`config.mk`:
```
export PLATFORM = sky130hd
export DESIGN_NAME = cfg_addr_xlate
export DESIGN_NICKNAME = d
export VERILOG_FILES = /design/src/rtl/cfg_xlate_pkg.sv /design/src/rtl/cfg_port_decode.sv /design/src/rtl/cfg_addr_reg.sv /design/src/rtl/cfg_idsel_dec.sv /design/src/rtl/cfg_seq.sv /design/src/rtl/cfg_addr_xlate.sv
export SDC_FILE = /design/constraint.sdc
export NUM_CORES = 1
export LEC_CHECK = 0
export ABC_CLOCK_PERIOD_IN_PS = 3800
export CAP_MARGIN = 0
export CORE_MARGIN = 2
export CORE_UTILIZATION = 40
export CTS_BUF_LIST = sky130_fd_sc_hd__clkbuf_4 sky130_fd_sc_hd__clkbuf_8
export DETAILED_ROUTE_END_ITERATION = 16
export MAX_ROUTING_LAYER = met4
export PLACE_DENSITY_LB_ADDON = 0.08
export SLEW_MARGIN = 5
export SYNTH_ARGS = -nofsm -noshare
export SYNTH_HDL_FRONTEND = slang
export SYNTH_SLANG_ARGS = --single-unit
```
`constraint.sdc`:
```
create_clock -name clk_i -period 3.8 [get_ports clk_i]
set_input_delay 0.38 -clock clk_i [delete_from_list [all_inputs] [get_ports clk_i]]
set_output_delay 0.38 -clock clk_i [all_outputs]
set_load 0.01 [all_outputs]
```
`src/rtl/cfg_xlate_pkg.sv`:
```
package cfg_xlate_pkg;
  localparam int unsigned IO_AW   = 16;
  localparam int unsigned DW      = 32;
  localparam int unsigned BUS_W   = 8;
  localparam int unsigned DEV_W   = 5;
  localparam int unsigned FN_W    = 3;
  localparam int unsigned REG_W   = 6;
  localparam int unsigned N_SLOT  = 1 << DEV_W;
  localparam logic [IO_AW-1:0] PORT_ADDR = 16'h0CF8;
  localparam logic [IO_AW-1:0] PORT_DATA = 16'h0CFC;

  typedef enum logic [1:0] {
    SZ_BYTE  = 2'b00,
    SZ_WORD  = 2'b01,
    SZ_DWORD = 2'b10,
    SZ_RSVD  = 2'b11
  } io_size_e;

  typedef struct packed {
    logic [BUS_W-1:0] bus;
    logic [DEV_W-1:0] dev;
    logic [FN_W-1:0]  fn;
    logic [REG_W-1:0] regn;
  } cfg_tgt_t;
endpackage

```
`src/rtl/cfg_port_decode.sv`:
```
module cfg_port_decode
  import cfg_xlate_pkg::*;
(
  input  logic             req_i,
  input  logic [IO_AW-1:0] addr_i,
  input  logic [1:0]       size_i,
  output logic             claim_o,
  output logic             is_data_o
);
  logic dword, hit_a, hit_d;
  always_comb begin
    dword     = (size_i == SZ_DWORD);
    hit_a     = (addr_i == PORT_ADDR);
    hit_d     = (addr_i == PORT_DATA);
    claim_o   = req_i && dword && (hit_a || hit_d);
    is_data_o = hit_d;
  end
endmodule

```
`src/rtl/cfg_addr_reg.sv`:
```
module cfg_addr_reg
  import cfg_xlate_pkg::*;
(
  input  logic          clk_i,
  input  logic          rst_ni,
  input  logic          we_i,
  input  logic [DW-1:0] wdata_i,
  output logic [DW-1:0] q_o,
  output logic          en_o,
  output cfg_tgt_t      tgt_o
);
  localparam int unsigned FLD_W = BUS_W + DEV_W + FN_W + REG_W;
  logic             en_q;
  logic [FLD_W-1:0] fld_q;

  always_ff @(posedge clk_i or negedge rst_ni) begin
    if (!rst_ni) begin
      en_q  <= 1'b0;
      fld_q <= '0;
    end else if (we_i) begin
      en_q  <= wdata_i[DW-1];
      fld_q <= wdata_i[FLD_W+1:2];
    end
  end

  // reserved bits 30:24 and 1:0 always read zero
  assign q_o   = {en_q, {(DW-1-FLD_W-2){1'b0}}, fld_q, 2'b00};
  assign en_o  = en_q;
  assign tgt_o = fld_q;
endmodule

```
`src/rtl/cfg_idsel_dec.sv`:
```
module cfg_idsel_dec
  import cfg_xlate_pkg::*;
(
  input  logic [DEV_W-1:0]  dev_i,
  output logic [N_SLOT-1:0] idsel_o
);
  for (genvar i = 0; i < N_SLOT; i++) begin : g_sel
    assign idsel_o[i] = (dev_i == DEV_W'(i));
  end
endmodule

```
`src/rtl/cfg_seq.sv`:
```
module cfg_seq
  import cfg_xlate_pkg::*;
(
  input  logic          clk_i,
  input  logic          rst_ni,
  input  logic          claim_i,
  input  logic          is_data_i,
  input  logic          we_i,
  input  logic [DW-1:0] wdata_i,
  input  logic          en_i,
  input  cfg_tgt_t      tgt_i,
  input  logic [DW-1:0] addr_q_i,
  output logic          addr_we_o,
  output logic          rdy_o,
  output logic [DW-1:0] rdata_o,
  output logic          cfg_req_o,
  output logic          cfg_we_o,
  output cfg_tgt_t      cfg_tgt_o,
  output logic [DW-1:0] cfg_wdata_o,
  input  logic          cfg_ack_i,
  input  logic          cfg_hit_i,
  input  logic [DW-1:0] cfg_rdata_i
);
  typedef enum logic [1:0] {S_IDLE, S_CFG, S_DONE} st_e;
  st_e st_q;
  logic accept;

  assign accept    = claim_i && (st_q == S_IDLE);
  assign addr_we_o = accept && !is_data_i && we_i;

  always_ff @(posedge clk_i or negedge rst_ni) begin
    if (!rst_ni) begin
      st_q        <= S_IDLE;
      rdata_o     <= '0;
      cfg_we_o    <= 1'b0;
      cfg_tgt_o   <= '0;
      cfg_wdata_o <= '0;
    end else begin
      unique case (st_q)
        S_IDLE: if (accept) begin
          if (!is_data_i) begin
            rdata_o <= we_i ? '0 : addr_q_i;
            st_q    <= S_DONE;
          end else if (!en_i) begin
            rdata_o <= we_i ? '0 : '1;
            st_q    <= S_DONE;
          end else begin
            cfg_we_o    <= we_i;
            cfg_tgt_o   <= tgt_i;
            cfg_wdata_o <= wdata_i;
            st_q        <= S_CFG;
          end
        end
        S_CFG: if (cfg_ack_i) begin
          rdata_o <= cfg_we_o ? '0 : (cfg_hit_i ? cfg_rdata_i : '1);
          st_q    <= S_DONE;
        end
        S_DONE: st_q <= S_IDLE;
        default: st_q <= S_IDLE;
      endcase
    end
  end

  assign cfg_req_o = (st_q == S_CFG);
  assign rdy_o     = (st_q == S_DONE);

  p_req_hold_r8: assert property (@(posedge clk_i) disable iff (!rst_ni)
    cfg_req_o && !cfg_ack_i |=> cfg_req_o && $stable(cfg_tgt_o) && $stable(cfg_we_o)
      && $stable(cfg_wdata_o) && !rdy_o);
  p_rdy_after_ack_r8: assert property (@(posedge clk_i) disable iff (!rst_ni)
    cfg_req_o && cfg_ack_i |=> rdy_o && !cfg_req_o);
  p_rdy_pulse_r9: assert property (@(posedge clk_i) disable iff (!rst_ni)
    rdy_o |=> !rdy_o);
endmodule

```
`src/rtl/cfg_addr_xlate.sv`:
```
module cfg_addr_xlate
  import cfg_xlate_pkg::*;
(
  input  logic              clk_i,
  input  logic              rst_ni,
  input  logic              io_req_i,
  input  logic [IO_AW-1:0]  io_addr_i,
  input  logic [1:0]        io_size_i,
  input  logic              io_we_i,
  input  logic [DW-1:0]     io_wdata_i,
  output logic              io_claim_o,
  output logic              io_rdy_o,
  output logic [DW-1:0]     io_rdata_o,
  output logic              cfg_req_o,
  output logic              cfg_we_o,
  output logic [BUS_W-1:0]  cfg_bus_o,
  output logic [DEV_W-1:0]  cfg_dev_o,
  output logic [FN_W-1:0]   cfg_fn_o,
  output logic [REG_W-1:0]  cfg_reg_o,
  output logic [DW-1:0]     cfg_wdata_o,
  output logic [N_SLOT-1:0] cfg_idsel_o,
  input  logic              cfg_ack_i,
  input  logic              cfg_hit_i,
  input  logic [DW-1:0]     cfg_rdata_i
);
  logic          is_data, addr_we, en;
  logic [DW-1:0] addr_q;
  cfg_tgt_t      tgt, cfg_tgt;

  cfg_port_decode u_dec (
    .req_i(io_req_i), .addr_i(io_addr_i), .size_i(io_size_i),
    .claim_o(io_claim_o), .is_data_o(is_data)
  );

  cfg_addr_reg u_areg (
    .clk_i(clk_i), .rst_ni(rst_ni), .we_i(addr_we), .wdata_i(io_wdata_i),
    .q_o(addr_q), .en_o(en), .tgt_o(tgt)
  );

  cfg_seq u_seq (
    .clk_i(clk_i), .rst_ni(rst_ni), .claim_i(io_claim_o), .is_data_i(is_data),
    .we_i(io_we_i), .wdata_i(io_wdata_i), .en_i(en), .tgt_i(tgt), .addr_q_i(addr_q),
    .addr_we_o(addr_we), .rdy_o(io_rdy_o), .rdata_o(io_rdata_o),
    .cfg_req_o(cfg_req_o), .cfg_we_o(cfg_we_o), .cfg_tgt_o(cfg_tgt),
    .cfg_wdata_o(cfg_wdata_o), .cfg_ack_i(cfg_ack_i), .cfg_hit_i(cfg_hit_i),
    .cfg_rdata_i(cfg_rdata_i)
  );

  cfg_idsel_dec u_idsel (.dev_i(cfg_tgt.dev), .idsel_o(cfg_idsel_o));

  assign cfg_bus_o = cfg_tgt.bus;
  assign cfg_dev_o = cfg_tgt.dev;
  assign cfg_fn_o  = cfg_tgt.fn;
  assign cfg_reg_o = cfg_tgt.regn;

  p_idsel_onehot_r5: assert property (@(posedge clk_i) disable iff (!rst_ni)
    cfg_req_o |-> ($countones(cfg_idsel_o) == 1) && cfg_idsel_o[cfg_dev_o]);
  p_en_gate_r6: assert property (@(posedge clk_i) disable iff (!rst_ni)
    $rose(cfg_req_o) |-> addr_q[DW-1]);
  p_pass_r2: assert property (@(posedge clk_i) disable iff (!rst_ni)
    io_req_i && !io_claim_o |=> !io_rdy_o && $stable(addr_q));
  p_rsvd_zero_r3: assert property (@(posedge clk_i) disable iff (!rst_ni)
    io_rdy_o && !cfg_we_o && io_claim_o && !is_data && !io_we_i
      |-> io_rdata_o[30:24] == 7'd0 && io_rdata_o[1:0] == 2'd0);
endmodule

```
==> results of run 1 <==
per-layer routing:
| layer | global-route usage | vias to the layer above | routed length [um] |
|---|---|---|---|
| li1 | - | 1900 | - |
| met1 | 0.279 | 2068 | 6310 |
| met2 | 0.350 | 147 | 7010 |
| met3 | 0.0727 | 16 | 944 |
| met4 | 0.0482 | 0 | 197 |
| met5 | - | - | 0 |
logic make-up after synthesis:
family / Yosys count / share of synthesized area
and+or+nand+nor: 84 / 0.0826
DFF: 112 / 0.544
AOI/OAI and AO/OA: 99 / 0.136
muxes: 78 / 0.199
buffers and inverters: 38 / 0.0386
Yosys cell counts:
| library cell | number |
|---|---|
| and2b_1 | 1 |
| or3b_2 | 2 |
| buf_4 | 1 |
| o21ai_0 | 33 |
| nor2_1 | 34 |
| buf_2 | 12 |
| nand4b_2 | 1 |
| nor2b_1 | 2 |
| a41oi_1 | 23 |
| buf_6 | 5 |
| nand3b_1 | 4 |
| nand2b_1 | 2 |
| nand4_2 | 1 |
| a31oi_1 | 9 |
| dfrtp_1 | 112 |
| clkbuf_1 | 18 |
| nor3_1 | 1 |
| or3_1 | 1 |
| mux2_2 | 39 |
| and4bb_1 | 3 |
| nand2_1 | 25 |
| mux2_4 | 39 |
| a211oi_1 | 32 |
| a21o_1 | 1 |
| and4_1 | 1 |
| nor3b_1 | 1 |
| nor2b_2 | 1 |
| and2_1 | 1 |
| a2111oi_4 | 1 |
| nand3_1 | 2 |
| or2_2 | 1 |
| inv_1 | 2 |
worst paths after layout:
check / end / slack [ns] / depth (start not counted)
hold / removal: u_seq.rdata_o[30] / 0.01 / 1
min in group clk_i: u_seq.cfg_wdata_o[17] / 0.52 / 1
max in group asynchronous: u_seq.st_q[1] / 3.01 / 2
hold reg to reg: u_seq.cfg_wdata_o[17] / 0.52 / 1
setup reg to reg: u_seq.rdata_o[9] / 1.49 / 6
setup / recovery: io_claim_o / 0.74 / 6
stage by stage:
stage / utilization / hold WS (ns)
detailed placement: 0.584 / 0.452
CTS: 0.599 / 0.0216
global route: 0.599 / 0.0453
floorplan: - / 0.0844
global placement: 0.584 / 0.453
finish: 0.599 / 0.0124
flip-flops by register name, indices dropped and copies added, names as in the netlist:
| register | count |
|---|---|
| u_seq.rdata_o | 32 |
| u_seq.cfg_tgt_o | 22 |
| u_seq.cfg_we_o | 1 |
| u_seq.cfg_wdata_o | 32 |
| u_areg.en_o | 1 |
| u_seq.st_q | 2 |
| u_areg.tgt_o | 22 |
worst register-to-register path: cells and delay by family (launching register included):
kind / cells / cell delay, ns
compound gates: 1 / 0.22
simple gates: 3 / 0.85
flops: 1 / 0.44
buf+inv: 2 / 0.73
cell type report:
| type | count | area, um^2 |
|---|---|---|
| fillers | 1083 | 5070 |
| flip-flops and latches | 112 | 2800 |
| repair buffers | 219 | 2190 |
| multi-input cells | 261 | 2160 |
| well taps | 172 | 215 |
| clock buffers | 10 | 138 |
| clock inverters | 6 | 41.3 |
| inverters | 2 | 7.51 |
power by group through the flow:
stage	Clock (mW)	Sequential, mW	Combinational (mW)
detailed placement	0	1.28	0.297
floorplan	0	1.29	0.0560
global route	0.752	1.26	0.321
finish	0.671	1.25	0.295
CTS	0.702	1.25	0.299
global placement	0	1.28	0.293
==> parameters.txt, run 1 <==
Parameter                              Value

Run status
  Result of the run ... complete, no violations

Critical path
  WS Path Type ... primary input to primary output
  Critical path cell sequence ... clkdlybuf4s50_1 -> and4bb_1 -> and4_1 -> buf_4 -> nor2b_1 -> clkdlybuf4s50_1
  Startpoint type of the worst setup path ... primary input
  CP Data Arrival Time ... 2.68 ns
  Slowest cell delay on critical path ... 0.64 ns
  Top Family by Delay on Critical Path ... buffers and inverters
  Critical-path maximum fanout ... 15
  Start of the worst register-to-register path ... u_seq.st_q[0]
  Data required, critical path ... 3.42 ns
  Most prevalent standard cell on the critical path ... clkdlybuf4s50_1
  Master of the slowest instance on the critical path ... and4_1
  CP Launch Point ... io_addr_i[15]
  CP Buf/Inv Count ... 3
  Crit. End Element ... primary output

Floorplanning
  Horizontal die dimension ... 117 um
  Overall die height ... 117 um
  Floorplan die area ... 13800 um^2
  Starting density of the core ... 0.408
  Boundary Pins ... 210
  Std cell rows ... 41
  Floorplan Core Area ... 12600 um^2

Clock network
  Worst-skew pair later-pin latency ... 0.39 ns
  Clock transition time at the flip-flop clock pins of the worst setup and hold paths ... 0.10 ns
  Number of clock sinks ... 112
  Resize count post-CTS ... 0
  CTS Root Buffer Type ... clkbuf_8
  Number of buffers inserted to repair setup after CTS ... 0
  Level count of the clock H-tree ... 3
  CTS Hold Buffers Added ... 0
  Number of buffers added by the clock tree synthesis step ... 9
  Clock Tree Buf Depth ... 2
  TritonCTS clock tree ... yes

STA
  Setup violations, final ... 0
  Clock skew ... 0.0123 ns
  Number of hold violations in the final report ... 0
  Slew Limit Fails ... 0
  Timing-limited maximum frequency ... 326 MHz
  Tcrit/Tclk final ... 0.806
  TNS Setup ... 0 ns
  Setup ws final ... 0.735 ns
  RSZ-0062 raised after global routing ... no
  Slew at the pin with the worst max-slew slack ... 0.917 ns
  Min Tclk post-route ... 3.06 ns
  Slew headroom ... 0.388

Final layout
  Leading cell type in the layout, fill and taps excluded ... clkdlybuf4s50_1
  Count of inserted antenna diode cells ... 0
  Area Overhead vs Synth ... 46.7%
  Final non-filler cell total ... 782
  Share of final-layout standard cells stronger than drive strength 1 ... 0.185
  Most frequent cells in the layout ... clkdlybuf4s50_1 (208), dfrtp_1 (112), mux2_4 (39), mux2_2 (39)
  Final net count ... 693
  Post-Layout Inst Area ... 7550 um^2

Routing
  Detailed-route via count ... 4131
  Total wire length ... 14500 um
  DRC violation total after the first TritonRoute iteration ... 246
  Pre-antenna DRT Iters ... 4
  Number of routed nets with antenna violations ... 0
  DRC violation count after routing ... 0
  DR vias/cell ... 5.28
  Avg WL per Cell ... 18.5 um

Synthesis
  Largest area contributor in the netlist ... dfrtp_1
  Area contributors post-synth ... dfrtp_1 (54%), mux2_4 (11%), mux2_2 (8.5%)
  Number of warnings reported in the yosys synthesis log ... 0
  Summed instance area of the synthesized netlist ... 5150 um^2
  Synth Register Bits ... 112
  Mapped Avg Cell Area ... 12.5 um^2
  Nets in the synthesized netlist ... 499
  Area fraction of the dominant cell type after synthesis ... 0.544
  Part of the Yosys area used for sequential elements ... 0.544
  Synthesized netlist cell count ... 411
  Count of cell types in the netlist ... 32

Power
  Sequential share of power ... 0.565
  Design internal power ... 1.67 mW
  Clock group share of total power ... 0.302
  Power density normalized to cell area ... 294 nW/um^2
  Total Power Consumption ... 2.22 mW
  Leak pwr ... 3.33 nW
  Relative contribution of combinational cells to total power ... 0.133
  Highest ir drop seen on vdd ... 0.259 mV
  Net switching power ... 0.553 mW
  Switching fraction of total power ... 0.249

Place
  Pre-CTS setup slack ... 0.635 ns
  Count of placed standard cells including taps ... 766
  Placed wire-length estimate ... 10200 um
  Count of input and output buffers ... 209
  Cell area after placement ... 7370 um^2
  GPL Wtd Cong ... 0.748

Job
  Count of maximum capacitance violations ... 0

Global route
  Number of global-route vias before repair ... 4274
  Antenna violations before repair ... 0
  Pin count of the biggest net entering global routing ... 63
  Total track usage ... 0.221
  Remaining global-route overflow ... 0
  Global-route wire length before repair ... 23500 um

Worst hold path
  Worst min-delay path category ... primary input to asynchronous set/reset pin
Note: power is estimated with default switching activity, not from simulation.
==> run 2: changes to the inputs <==
--- a/config.mk
+++ b/config.mk
@@ -5,7 +5,7 @@
 export SDC_FILE = /design/constraint.sdc
 export NUM_CORES = 1
 export LEC_CHECK = 0
-export ABC_CLOCK_PERIOD_IN_PS = 3800
+export ABC_CLOCK_PERIOD_IN_PS = 2550
 export CAP_MARGIN = 0
 export CORE_MARGIN = 2
 export CORE_UTILIZATION = 40
==> constraint.sdc (replaced) <==
create_clock -name clk_i -period 2.55 [get_ports clk_i]
set_input_delay 0.255 -clock clk_i [delete_from_list [all_inputs] [get_ports clk_i]]
set_output_delay 0.255 -clock clk_i [all_outputs]
set_load 0.01 [all_outputs]
==> parameters.txt, run 2 (synthesis gave the netlist of run 1 again) <==
Parameter                              Value

Critical path
  Register-to-register setup slack ... 0.64 ns (was 1.49 ns)
  Master of the slowest instance on the critical path ... or3b_2 (was and4_1)
  Startpoint type of the worst setup path ... flip-flop (was primary input)
  Slowest cell delay on critical path ... 0.55 ns (was 0.64 ns)
  Top Family by Delay on Critical Path ... simple AND/OR/NAND/NOR gates (was buffers and inverters)
  WS Path Type ... flip-flop to primary output (was primary input to primary output)
  Data required, critical path ... 2.30 ns (was 3.42 ns)
  CP Data Arrival Time ... 2.10 ns (was 2.68 ns)
  Critical path cell sequence ... or3b_2 -> nor2_1 -> clkdlybuf4s50_1 (was clkdlybuf4s50_1 -> and4bb_1 -> and4_1 -> buf_4 -> nor2b_1 -> clkdlybuf4s50_1)
  Critical-path maximum fanout ... 10 (was 15)
  Crit. End Element ... primary output (unchanged)
  CP Buf/Inv Count ... 1 (was 3)

STA
  Timing-limited maximum frequency ... 424 MHz
  Slew Limit Fails ... 0 (unchanged)
  Tcrit/Tclk final ... 0.924
  TNS Setup ... 0 ns (unchanged)
  RSZ-0062 raised after global routing ... no (unchanged)
  Worst Hold Margin ... 0.398 ns (was 0.0124 ns)
  Clock skew ... 0.00939 ns (was 0.0123 ns)
  Slew headroom ... 0.624 (was 0.388)
  Setup violations, final ... 0 (unchanged)
  Min Tclk post-route ... 2.36 ns
  Number of hold violations in the final report ... 0 (unchanged)
  Slew at the pin with the worst max-slew slack ... 0.564 ns (was 0.917 ns)

Final layout
  Post-layout util ... 0.608 (was 0.599)
  Final net count ... 706 (was 693)
  Share of final-layout standard cells stronger than drive strength 1 ... 0.199 (was 0.185)
  Area Overhead vs Synth ... 48.9% (was 46.7%)
  Count of inserted antenna diode cells ... 0 (unchanged)
  Number of fill cells ... 1097 (was 1083)
  Registers with the highest flip-flop counts ... u_seq.cfg_wdata_o (32), u_seq.rdata_o (32) (unchanged)
  Leading cell type in the layout, fill and taps excluded ... clkdlybuf4s50_1 (unchanged)
  Most frequent cells in the layout ... clkdlybuf4s50_1 (208), dfrtp_1 (112), mux2_4 (39), mux2_2 (39) (unchanged)

Global route
  Number of global-route vias before repair ... 4265 (was 4274)
  Total track usage ... 0.218 (was 0.221)
  Remaining global-route overflow ... 0 (unchanged)
  Antenna violations before repair ... 0 (unchanged)
  Pin count of the biggest net entering global routing ... 67 (was 63)
  Global-route wire length before repair ... 23200 um (was 23500 um)

Clock network
  Clock Tree Buf Depth ... 2 (unchanged)
  Worst-skew pair later-pin latency ... 0.38 ns (was 0.39 ns)
  Level count of the clock H-tree ... 3 (unchanged)
  CTS Root Buffer Type ... clkbuf_8 (unchanged)
  Clock transition time at the flip-flop clock pins of the worst setup and hold paths ... 0.10 ns (about the same)
  Resize count post-CTS ... 0 (unchanged)
  Number of clock sinks ... 112 (unchanged)
  TritonCTS clock tree ... yes (unchanged)
  Number of buffers added by the clock tree synthesis step ... 9 (unchanged)

Place
  Count of input and output buffers ... 209 (unchanged)
  Placed wire-length estimate ... 10200 um (about the same)
  GPL Wtd Cong ... 0.734 (was 0.748)

Routing
  DRC violation total after the first TritonRoute iteration ... 318 (was 246)
  Detailed-route via count ... 4118 (was 4131)
  Avg WL per Cell ... 18.0 um (was 18.5 um)
  Total wire length ... 14300 um (was 14500 um)
  DRC violation count after routing ... 0 (unchanged)
  DR vias/cell ... 5.19 (was 5.28)
  Number of routed nets with antenna violations ... 0 (unchanged)
  Pre-antenna DRT Iters ... 4 (unchanged)

Floorplanning
  Std cell rows ... 41 (unchanged)
  Horizontal die dimension ... 117 um (unchanged)
  Starting density of the core ... 0.408 (unchanged)
  Overall die height ... 117 um (unchanged)
  Boundary Pins ... 210 (unchanged)
  Floorplan die area ... 13800 um^2 (unchanged)
  Floorplan Core Area ... 12600 um^2 (unchanged)

Power
  Highest ir drop seen on vdd ... 0.313 mV (was 0.259 mV)
  Power density normalized to cell area ... 442 nW/um^2 (was 294 nW/um^2)
  Total Power Consumption ... 3.39 mW (was 2.22 mW)
  Leak pwr ... 3.39 nW (was 3.33 nW)

Worst hold path
  Worst min-delay path category ... primary input to asynchronous set/reset pin (unchanged)

Run status
  Result of the run ... complete, no violations (unchanged)

Job
  Count of maximum capacitance violations ... 0 (unchanged)
==> run 2: cell count changes in the layout (fill, tap and decap cells not counted), sizes merged <==
cell         previous run  this run
clkinvlp                0         2
clkinv                  4         0
dlygate4sd3             0         1
clkbuf                 10        11
inv                     4         3
bufinv                  0         1
buf                    11        23
==> run 2: path summary, 6_finish.rpt <==
path | cells after the start | endpoint | from
max in group asynchronous | 3 | u_seq.rdata_o[4] | rst_ni
max | 3 | cfg_idsel_o[11] | u_seq.cfg_tgt_o[13]
min in group clk_i | 2 | u_seq.st_q[0] | cfg_ack_i
max reg2reg | 5 | u_seq.rdata_o[3] | u_seq.st_q[0]
min | 2 | u_seq.rdata_o[30] | rst_ni
min reg2reg | 1 | u_seq.cfg_wdata_o[4] | u_seq.cfg_wdata_o[4]
==> run 2: per-stage QoR <==
| stage | cells | setup WS, ns | instance area (um^2) |
|---|---|---|---|
| after global routing | 794 | 0.0589 | 7670 |
| after floorplan | 411 | 0.915 | 5150 |
| after CTS | 794 | 0.171 | 7670 |
| after detailed placement | 778 | 0.281 | 7460 |
| final | 794 | 0.194 | 7670 |
| after global placement | 778 | 0.315 | 7460 |
==> run 2: worst reg2reg max path, cell delays in order (launching register included) <==
cell and delay, ns:
dfrtp_1 0.45, nor2b_2 0.27, and2_1 0.46, a21o_1 0.15, buf_4 0.26, a41oi_1 0.17
==> run 2: final cells by class <==
class,instances,area [um^2],share of cell area
sequential,112,2800,0.366
multi-input combinational,261,2160,0.282
clock inverter,4,53.8,0.00702
timing repair buffer,232,2290,0.299
tap,172,215,0.0281
inverter,2,7.51,0.000979
clock buffer,11,139,0.0181
==> run 2: repair_timing <==
action	in CTS	in global routing
buffers inserted	0	0
hold buffers	1	0
endpoints found under the hold margin	42	0
==> run 2: where the power goes <==
| part | switching [mW] | leakage (nW) | total, mW | internal [mW] |
|---|---|---|---|---|
| Combinational | 0.176 | 1.78 | 0.445 | 0.269 |
| Clock | 0.598 | 0.0929 | 1.07 | 0.475 |
| Sequential | 0.0348 | 1.52 | 1.87 | 1.83 |
| Total | 0.808 | 3.39 | 3.39 | 2.58 |
==> run 2: routing by layer <==
layer | GRT usage | part of all wire
met1 | 0.279 | 0.44
met2 | 0.342 | 0.48
met3 | 0.0620 | 0.067
met4 | 0.0572 | 0.014
met5 | - | 0
